## config.mk

```make
export PLATFORM = sky130hd
export DESIGN_NAME = wdk_watchdog
export DESIGN_NICKNAME = d
export VERILOG_FILES = /design/src/rtl/wdk_pkg.sv /design/src/rtl/wdk_keyseq.sv /design/src/rtl/wdk_counter.sv /design/src/rtl/wdk_pulse.sv /design/src/rtl/wdk_watchdog.sv
export SDC_FILE = /design/constraint.sdc
export NUM_CORES = 1
export LEC_CHECK = 0
export ABC_CLOCK_PERIOD_IN_PS = 2600
export BUFFER_PORTS_ARGS = -buffer_cell sky130_fd_sc_hd__buf_2
export CAP_MARGIN = 0
export CORE_MARGIN = 2
export CORE_UTILIZATION = 59
export DETAILED_ROUTE_END_ITERATION = 6
export PLACE_DENSITY = 0.8
export SYNTH_ARGS = -nofsm -noshare
export SYNTH_HDL_FRONTEND = slang
export SYNTH_HIERARCHICAL = 1
export SYNTH_SLANG_ARGS = --single-unit
```

## constraint.sdc

```tcl
create_clock -name clk -period 2.6 [get_ports clk]
set_input_delay 0 -clock clk [delete_from_list [all_inputs] [get_ports clk]]
set_output_delay 0 -clock clk [all_outputs]
set_load 0.01 [all_outputs]
```

## src/rtl/wdk_pkg.sv

```systemverilog
package wdk_pkg;

    localparam logic [15:0] KEY_RUN_A  = 16'hFF00;
    localparam logic [15:0] KEY_RUN_B  = 16'h00FF;
    localparam logic [15:0] KEY_HALT_A = 16'hEE00;
    localparam logic [15:0] KEY_HALT_B = 16'h00EE;

    localparam int unsigned FLAG_BIT = 3;

    typedef enum logic [1:0] {
        REG_RELOAD = 2'd0,
        REG_CTRL   = 2'd1,
        REG_PLEN   = 2'd2,
        REG_STAT   = 2'd3
    } reg_sel_e;

    typedef enum logic [1:0] {
        ARM_NONE = 2'd0,
        ARM_RUN  = 2'd1,
        ARM_HALT = 2'd2
    } arm_e;

    typedef struct packed {
        logic run;
        logic halt;
    } key_cmd_t;

    // A control word that opens a key pair, or none
    function automatic arm_e opener(input logic [15:0] w);
        if (w == KEY_RUN_A)       return ARM_RUN;
        else if (w == KEY_HALT_A) return ARM_HALT;
        else                      return ARM_NONE;
    endfunction

endpackage

```

## src/rtl/wdk_keyseq.sv

```systemverilog
module wdk_keyseq
    import wdk_pkg::*;
(
    input  logic        clk,
    input  logic        rst,
    input  logic        ctrl_wr_i,
    input  logic        any_wr_i,
    input  logic [15:0] word_i,
    output key_cmd_t    cmd_o
);
    arm_e     arm_q;
    key_cmd_t cmd_q;

    always_ff @(posedge clk) begin
        if (rst) begin
            arm_q <= ARM_NONE;
            cmd_q <= '0;
        end else begin
            cmd_q <= '0;
            if (ctrl_wr_i) begin
                if (arm_q == ARM_RUN && word_i == KEY_RUN_B) begin
                    cmd_q.run <= 1'b1;
                    arm_q     <= ARM_NONE;
                end else if (arm_q == ARM_HALT && word_i == KEY_HALT_B) begin
                    cmd_q.halt <= 1'b1;
                    arm_q      <= ARM_NONE;
                end else begin
                    arm_q <= opener(word_i);
                end
            end else if (any_wr_i) begin
                arm_q <= ARM_NONE;
            end
        end
    end

    assign cmd_o = cmd_q;

    p_one_cmd_r5: assert property (@(posedge clk) disable iff (rst)
        $onehot0({cmd_q.run, cmd_q.halt}));

    p_run_needs_arm_r2: assert property (@(posedge clk) disable iff (rst)
        cmd_q.run |-> $past(arm_q) == ARM_RUN);

    p_halt_needs_arm_r4: assert property (@(posedge clk) disable iff (rst)
        cmd_q.halt |-> $past(arm_q) == ARM_HALT);

endmodule

```

## src/rtl/wdk_counter.sv

```systemverilog
module wdk_counter #(
    parameter int unsigned CNT_W = 16
) (
    input  logic             clk,
    input  logic             rst,
    input  logic             tick_i,
    input  logic             run_i,
    input  logic             halt_i,
    input  logic [CNT_W-1:0] reload_i,
    output logic [CNT_W-1:0] count_o,
    output logic             active_o,
    output logic             expire_o
);
    localparam logic [CNT_W-1:0] ONE = CNT_W'(1);

    logic [CNT_W-1:0] count_q;
    logic             active_q;
    logic             expire_q;

    always_ff @(posedge clk) begin
        if (rst) begin
            count_q  <= '0;
            active_q <= 1'b0;
            expire_q <= 1'b0;
        end else begin
            expire_q <= 1'b0;
            if (run_i) begin
                count_q  <= reload_i;
                active_q <= 1'b1;
            end else if (halt_i) begin
                count_q  <= reload_i;
                active_q <= 1'b0;
            end else if (active_q && tick_i) begin
                if (count_q <= ONE) begin
                    count_q  <= '0;
                    active_q <= 1'b0;
                    expire_q <= 1'b1;
                end else begin
                    count_q <= count_q - ONE;
                end
            end
        end
    end

    assign count_o  = count_q;
    assign active_o = active_q;
    assign expire_o = expire_q;

    p_start_load_r2: assert property (@(posedge clk) disable iff (rst)
        run_i |=> (count_q == $past(reload_i)) && active_q);

    p_halt_load_r4: assert property (@(posedge clk) disable iff (rst)
        halt_i && !run_i |=> (count_q == $past(reload_i)) && !active_q);

    p_idle_hold_r6: assert property (@(posedge clk) disable iff (rst)
        !active_q && !run_i && !halt_i |=> $stable(count_q));

    p_step_r6: assert property (@(posedge clk) disable iff (rst)
        active_q && tick_i && !run_i && !halt_i && count_q > ONE
        |=> count_q == $past(count_q) - ONE);

    p_expire_zero_r7: assert property (@(posedge clk) disable iff (rst)
        expire_q |-> count_q == '0 && !active_q);

endmodule

```

## src/rtl/wdk_pulse.sv

```systemverilog
module wdk_pulse #(
    parameter int unsigned PLEN_W = 16
) (
    input  logic              clk,
    input  logic              rst,
    input  logic              tick_i,
    input  logic              fire_i,
    input  logic [PLEN_W-1:0] len_i,
    output logic              pulse_o
);
    logic [PLEN_W-1:0] rem_q;

    always_ff @(posedge clk) begin
        if (rst) begin
            rem_q <= '0;
        end else if (fire_i) begin
            rem_q <= len_i;
        end else if (tick_i && rem_q != '0) begin
            rem_q <= rem_q - PLEN_W'(1);
        end
    end

    assign pulse_o = (rem_q != '0);

    p_pulse_load_r8: assert property (@(posedge clk) disable iff (rst)
        fire_i |=> rem_q == $past(len_i));

    p_pulse_hold_r8: assert property (@(posedge clk) disable iff (rst)
        !fire_i && !tick_i |=> $stable(rem_q));

endmodule

```

## src/rtl/wdk_watchdog.sv

```systemverilog
module wdk_watchdog
    import wdk_pkg::*;
#(
    parameter int unsigned DATA_W = 16,
    parameter int unsigned CNT_W  = 16,
    parameter int unsigned PLEN_W = 16
) (
    input  logic              clk,
    input  logic              rst,
    input  logic              tick_i,
    input  logic              wr_en_i,
    input  logic [1:0]        addr_i,
    input  logic [DATA_W-1:0] wdata_i,
    output logic [DATA_W-1:0] rd_data_o,
    output logic              wdt_reset_o
);
    reg_sel_e sel;
    assign sel = reg_sel_e'(addr_i);

    logic [CNT_W-1:0]  reload_q;
    logic [PLEN_W-1:0] plen_q;
    logic              flag_q;

    key_cmd_t          cmd;
    logic [CNT_W-1:0]  count;
    logic              active;
    logic              expire;

    logic wr_ctrl, wr_reload, wr_plen, wr_stat;
    assign wr_ctrl   = wr_en_i && (sel == REG_CTRL);
    assign wr_reload = wr_en_i && (sel == REG_RELOAD);
    assign wr_plen   = wr_en_i && (sel == REG_PLEN);
    assign wr_stat   = wr_en_i && (sel == REG_STAT);

    wdk_keyseq u_keys (
        .clk       (clk),
        .rst       (rst),
        .ctrl_wr_i (wr_ctrl),
        .any_wr_i  (wr_en_i),
        .word_i    (wdata_i[15:0]),
        .cmd_o     (cmd)
    );

    wdk_counter #(.CNT_W(CNT_W)) u_cnt (
        .clk      (clk),
        .rst      (rst),
        .tick_i   (tick_i),
        .run_i    (cmd.run),
        .halt_i   (cmd.halt),
        .reload_i (reload_q),
        .count_o  (count),
        .active_o (active),
        .expire_o (expire)
    );

    wdk_pulse #(.PLEN_W(PLEN_W)) u_pulse (
        .clk     (clk),
        .rst     (rst),
        .tick_i  (tick_i),
        .fire_i  (expire),
        .len_i   (plen_q),
        .pulse_o (wdt_reset_o)
    );

    always_ff @(posedge clk) begin
        if (rst) begin
            reload_q <= '0;
            plen_q   <= '0;
            flag_q   <= 1'b0;
        end else begin
            if (wr_reload) reload_q <= wdata_i[CNT_W-1:0];
            if (wr_plen)   plen_q   <= wdata_i[PLEN_W-1:0];
            if (expire)
                flag_q <= 1'b1;
            else if (wr_stat && wdata_i[FLAG_BIT])
                flag_q <= 1'b0;
        end
    end

    always_comb begin
        unique case (sel)
            REG_RELOAD: rd_data_o = DATA_W'(reload_q);
            REG_CTRL:   rd_data_o = DATA_W'(count);
            REG_PLEN:   rd_data_o = DATA_W'(plen_q);
            default:    rd_data_o = DATA_W'({flag_q, 3'b000});
        endcase
    end

    p_flag_set_r7: assert property (@(posedge clk) disable iff (rst)
        expire |=> flag_q);

    p_reload_wr_r10: assert property (@(posedge clk) disable iff (rst)
        wr_reload |=> reload_q == $past(wdata_i[CNT_W-1:0]));

    p_run_after_expire_r7: assert property (@(posedge clk) disable iff (rst)
        expire && !cmd.run |-> !active);

endmodule

```

==> results.sh <==
export IMPL_hold_buffers=12
export IMPL_htree_levels=3
export IMPL_p_clk_frac=0.273
export IMPL_status="finished clean"
export IMPL_initial_utilization=0.603
export IMPL_dp_hpwl_um=7320
export IMPL_cts_made_buffers=9
export IMPL_grt_setup_unrepaired="no"
export IMPL_final_common_cell="dfxtp_1"
export IMPL_routed_wl_um=10400
export IMPL_io_pins=39
export IMPL_muxShareOfSynthArea=0.122
export IMPL_reg2reg_from="u_cnt/count_o[8]"
export IMPL_r2r_cells=5
export IMPL_ctsResizeCount=0
export IMPL_first_iter_violations=255
export IMPL_finalHoldViolCount=0
export IMPL_synth_nets=460
export IMPL_crit_path_end_kind="register"
export IMPL_dieArea_um2=7500
export IMPL_p_int_mw=1.91
export IMPL_worst_pin_slew_ps=727
export IMPL_startpoint="u_cnt/count_o[8]"
export IMPL_cp_max_fo=7
export IMPL_diodes=0
export IMPL_yosysTopAreaCell="dfxtp_1"
export IMPL_swShare=0.333
export IMPL_async_flop_share=0
export IMPL_wl_per_cell_um=18.4
export IMPL_holdCritPathClass="input port to register"
export IMPL_final_cell_mix="dfxtp_1 (71), nand2b_1 (51), mux2i_1 (47)"
export IMPL_clk_path_buf_depth=2
export IMPL_grt_ovfl_total=0
export IMPL_worstSetupPathType="register to register"
export IMPL_core_area_um2=6680
export IMPL_drive_gt1_frac=0.163
export IMPL_synth_warnings=6
export IMPL_synth_edf_count=0
export IMPL_die_w_um=86.6
export IMPL_drv_cap=0
export IMPL_grt_max_degree=86
export IMPL_period_share=0.795
export IMPL_nets=504
export IMPL_worstPathArrival_ps=2290
export IMPL_p_leak_nw=1.78
export IMPL_period_needed_ps=2070
export IMPL_num_vias=3594
export IMPL_netlist_area_um2=4030
export IMPL_synth_seq_cells=71
export IMPL_grtUsageTotal=0.281
export IMPL_yosys_area_share_adder=0.00932
export IMPL_critPathCapture="u_cnt/count_o[10]"
export IMPL_ys_types=65
export IMPL_fmax_ghz=0.484
export IMPL_synth_xor_area_share=0.0370
export IMPL_ir_drop_v=0.000515
export IMPL_tns_ps=0
export IMPL_synth_cells=435
export IMPL_power_density_nw_per_um2=633
export IMPL_yosysTopAreaCellShare=0.353
export IMPL_grt_pass1_vias=3307
export IMPL_pwr_share_seq=0.443
export IMPL_synth_top_family_by_area="simple AND/OR/NAND/NOR gates"
export IMPL_avgViaCountPerCell=6.37
export IMPL_pwr_share_comb=0.284
export IMPL_synth_main_ff_cell="dfxtp_1"
export IMPL_setup_ws_ps=532
export IMPL_antenna_found_initial=0
export IMPL_cts_tree="built"
export IMPL_clk_pin_slew_ps=80
export IMPL_netlist_top_cells_area="dfxtp_1 (35%), mux2i_1 (12%), nand2b_1 (7.9%)"
export IMPL_num_rows=30
export IMPL_port_buffers=38
export IMPL_slew_headroom=0.516
export IMPL_r2r_end="u_cnt/count_o[10]"
export IMPL_clk_latency_ps=350
export IMPL_yosysSeqAreaShare=0.353
export IMPL_remaining_drc_errors=0
export IMPL_clock_sinks=71
export IMPL_clock_root_buffer="clkbuf_8"
export IMPL_p_switching_uw=955
export IMPL_required_ps=2820
export IMPL_die_h_um=86.6
export IMPL_slew_violations=0
export IMPL_pre_cts_ws_ps=621
export IMPL_ant_nets=0
export IMPL_start_kind="register"
export IMPL_setup_viol=0
export IMPL_worst_r2r_setup_slack_ps=530
export IMPL_yosys_area_share_simple=0.287
export IMPL_syn_avg_cell_area_um2=9.26
export IMPL_drtPass1Iterations=5
export IMPL_gp_congestion=0.864
export IMPL_syn2layout_area_growth_pct=12.5
export IMPL_cts_setup_buffers=0
export IMPL_grt_pass1_wl_um=16400
export IMPL_synth_compound_area_share=0.150
export IMPL_fin_skew_ps=8.75
[registers in the layout, summed over array words and instances (netlist names)]
name and cells:
flag_q 1, plen_q 16, reload_q 16, u_cnt/active_o 1, u_cnt/count_o 16, u_cnt/expire_o 1
u_keys/arm_q 2, u_keys/cmd_o 2, u_pulse/rem_q 16
[worst min path at each step]
stage,start,to,depth (start not counted)
detailed placement,wdata_i[4],u_keys/cmd_o[1],3
finish,wdata_i[1],plen_q[1],3
global placement,wdata_i[4],u_keys/cmd_o[1],3
floorplan,wdata_i[0],u_keys/cmd_o[1],2
CTS,wdata_i[1],plen_q[1],3
global route,wdata_i[0],u_keys/cmd_o[0],3
[Yosys cell counts (all sizes together), types with 2 or more instances]
| cell | n |
|---|---|
| dfxtp | 71 |
| nand2b | 51 |
| mux2i | 47 |
| nor2 | 29 |
| nand2 | 20 |
| o21ai | 18 |
| o2bb2ai | 15 |
| clkbuf | 14 |
| inv | 12 |
| nand3 | 10 |
| nand4 | 10 |
| o22ai | 10 |
| a21oi | 9 |
| a311oi | 9 |
| buf | 9 |
| nor3 | 9 |
| nor4 | 9 |
| or3 | 9 |
| xnor2 | 9 |
| xor2 | 8 |
| a22oi | 5 |
| nor4b | 5 |
| or4 | 5 |
| and3 | 4 |
| and4 | 3 |
| ha | 3 |
| nand4b | 3 |
| or4b | 3 |
| a2111oi | 2 |
| and3b | 2 |
| nand3b | 2 |
| nor3b | 2 |
[per-layer routing]
metal  GRT usage  up-vias  wire length [um]
met1       0.371     1682              4490
li1            -     1712                 -
met5           0        -                 0
met3      0.0438       38               644
met2       0.452      162              4980
met4       0.128        0               275
[logic make-up after synthesis]
family                     count (synthesis)
and+or+nand+nor                          181
muxes                                     48
AOI/OAI and AO/OA                         80
adders and majority gates                  3
buffers and inverters                     35
DFF                                       71
xor gates and xnor gates                  17
[worst max-delay path: stages, from the launching register on]
cell and delay [ps]:
dfxtp_1 370, or4_4 600, nor4b_4 330, nand4_1 200, nand2_1 280, o21ai_0 160
[stage by stage]
| stage | cell area, um2 | total power [mW] | hold WS [ps] | utilization | instances |
|---|---|---|---|---|---|
| 2_1_floorplan | 4030 | 1.93 | 146 | - | 435 |
| 3_3_place_gp | 4240 | 2.05 | 295 | 0.635 | 536 |
| 3_5_place_dp | 4240 | 2.08 | 300 | 0.635 | 536 |
| 4_1_cts | 4530 | 2.86 | 0.955 | 0.678 | 564 |
| 5_1_grt | 4530 | 3.01 | 12.4 | 0.678 | 564 |
| 6_report | 4530 | 2.87 | 12.8 | 0.678 | 564 |
[power groups by stage]
stage	logic, mW	registers, mW	clock network (mW)
after floorplan	0.660	1.27	0
after global placement	0.767	1.28	0
after detailed placement	0.792	1.29	0
after CTS	0.808	1.27	0.788
after global routing	0.888	1.28	0.845
final	0.815	1.27	0.782
[final cells by class]
cell class | instances | area, um2
clock buffer | 13 | 149
fill | 560 | 2150
timing repair buffer | 56 | 355
inverter | 12 | 45.0
tap | 80 | 100
multi-input combinational | 329 | 2440
sequential | 71 | 1420
clock inverter | 3 | 18.8
(Power assumes the default switching activity.)
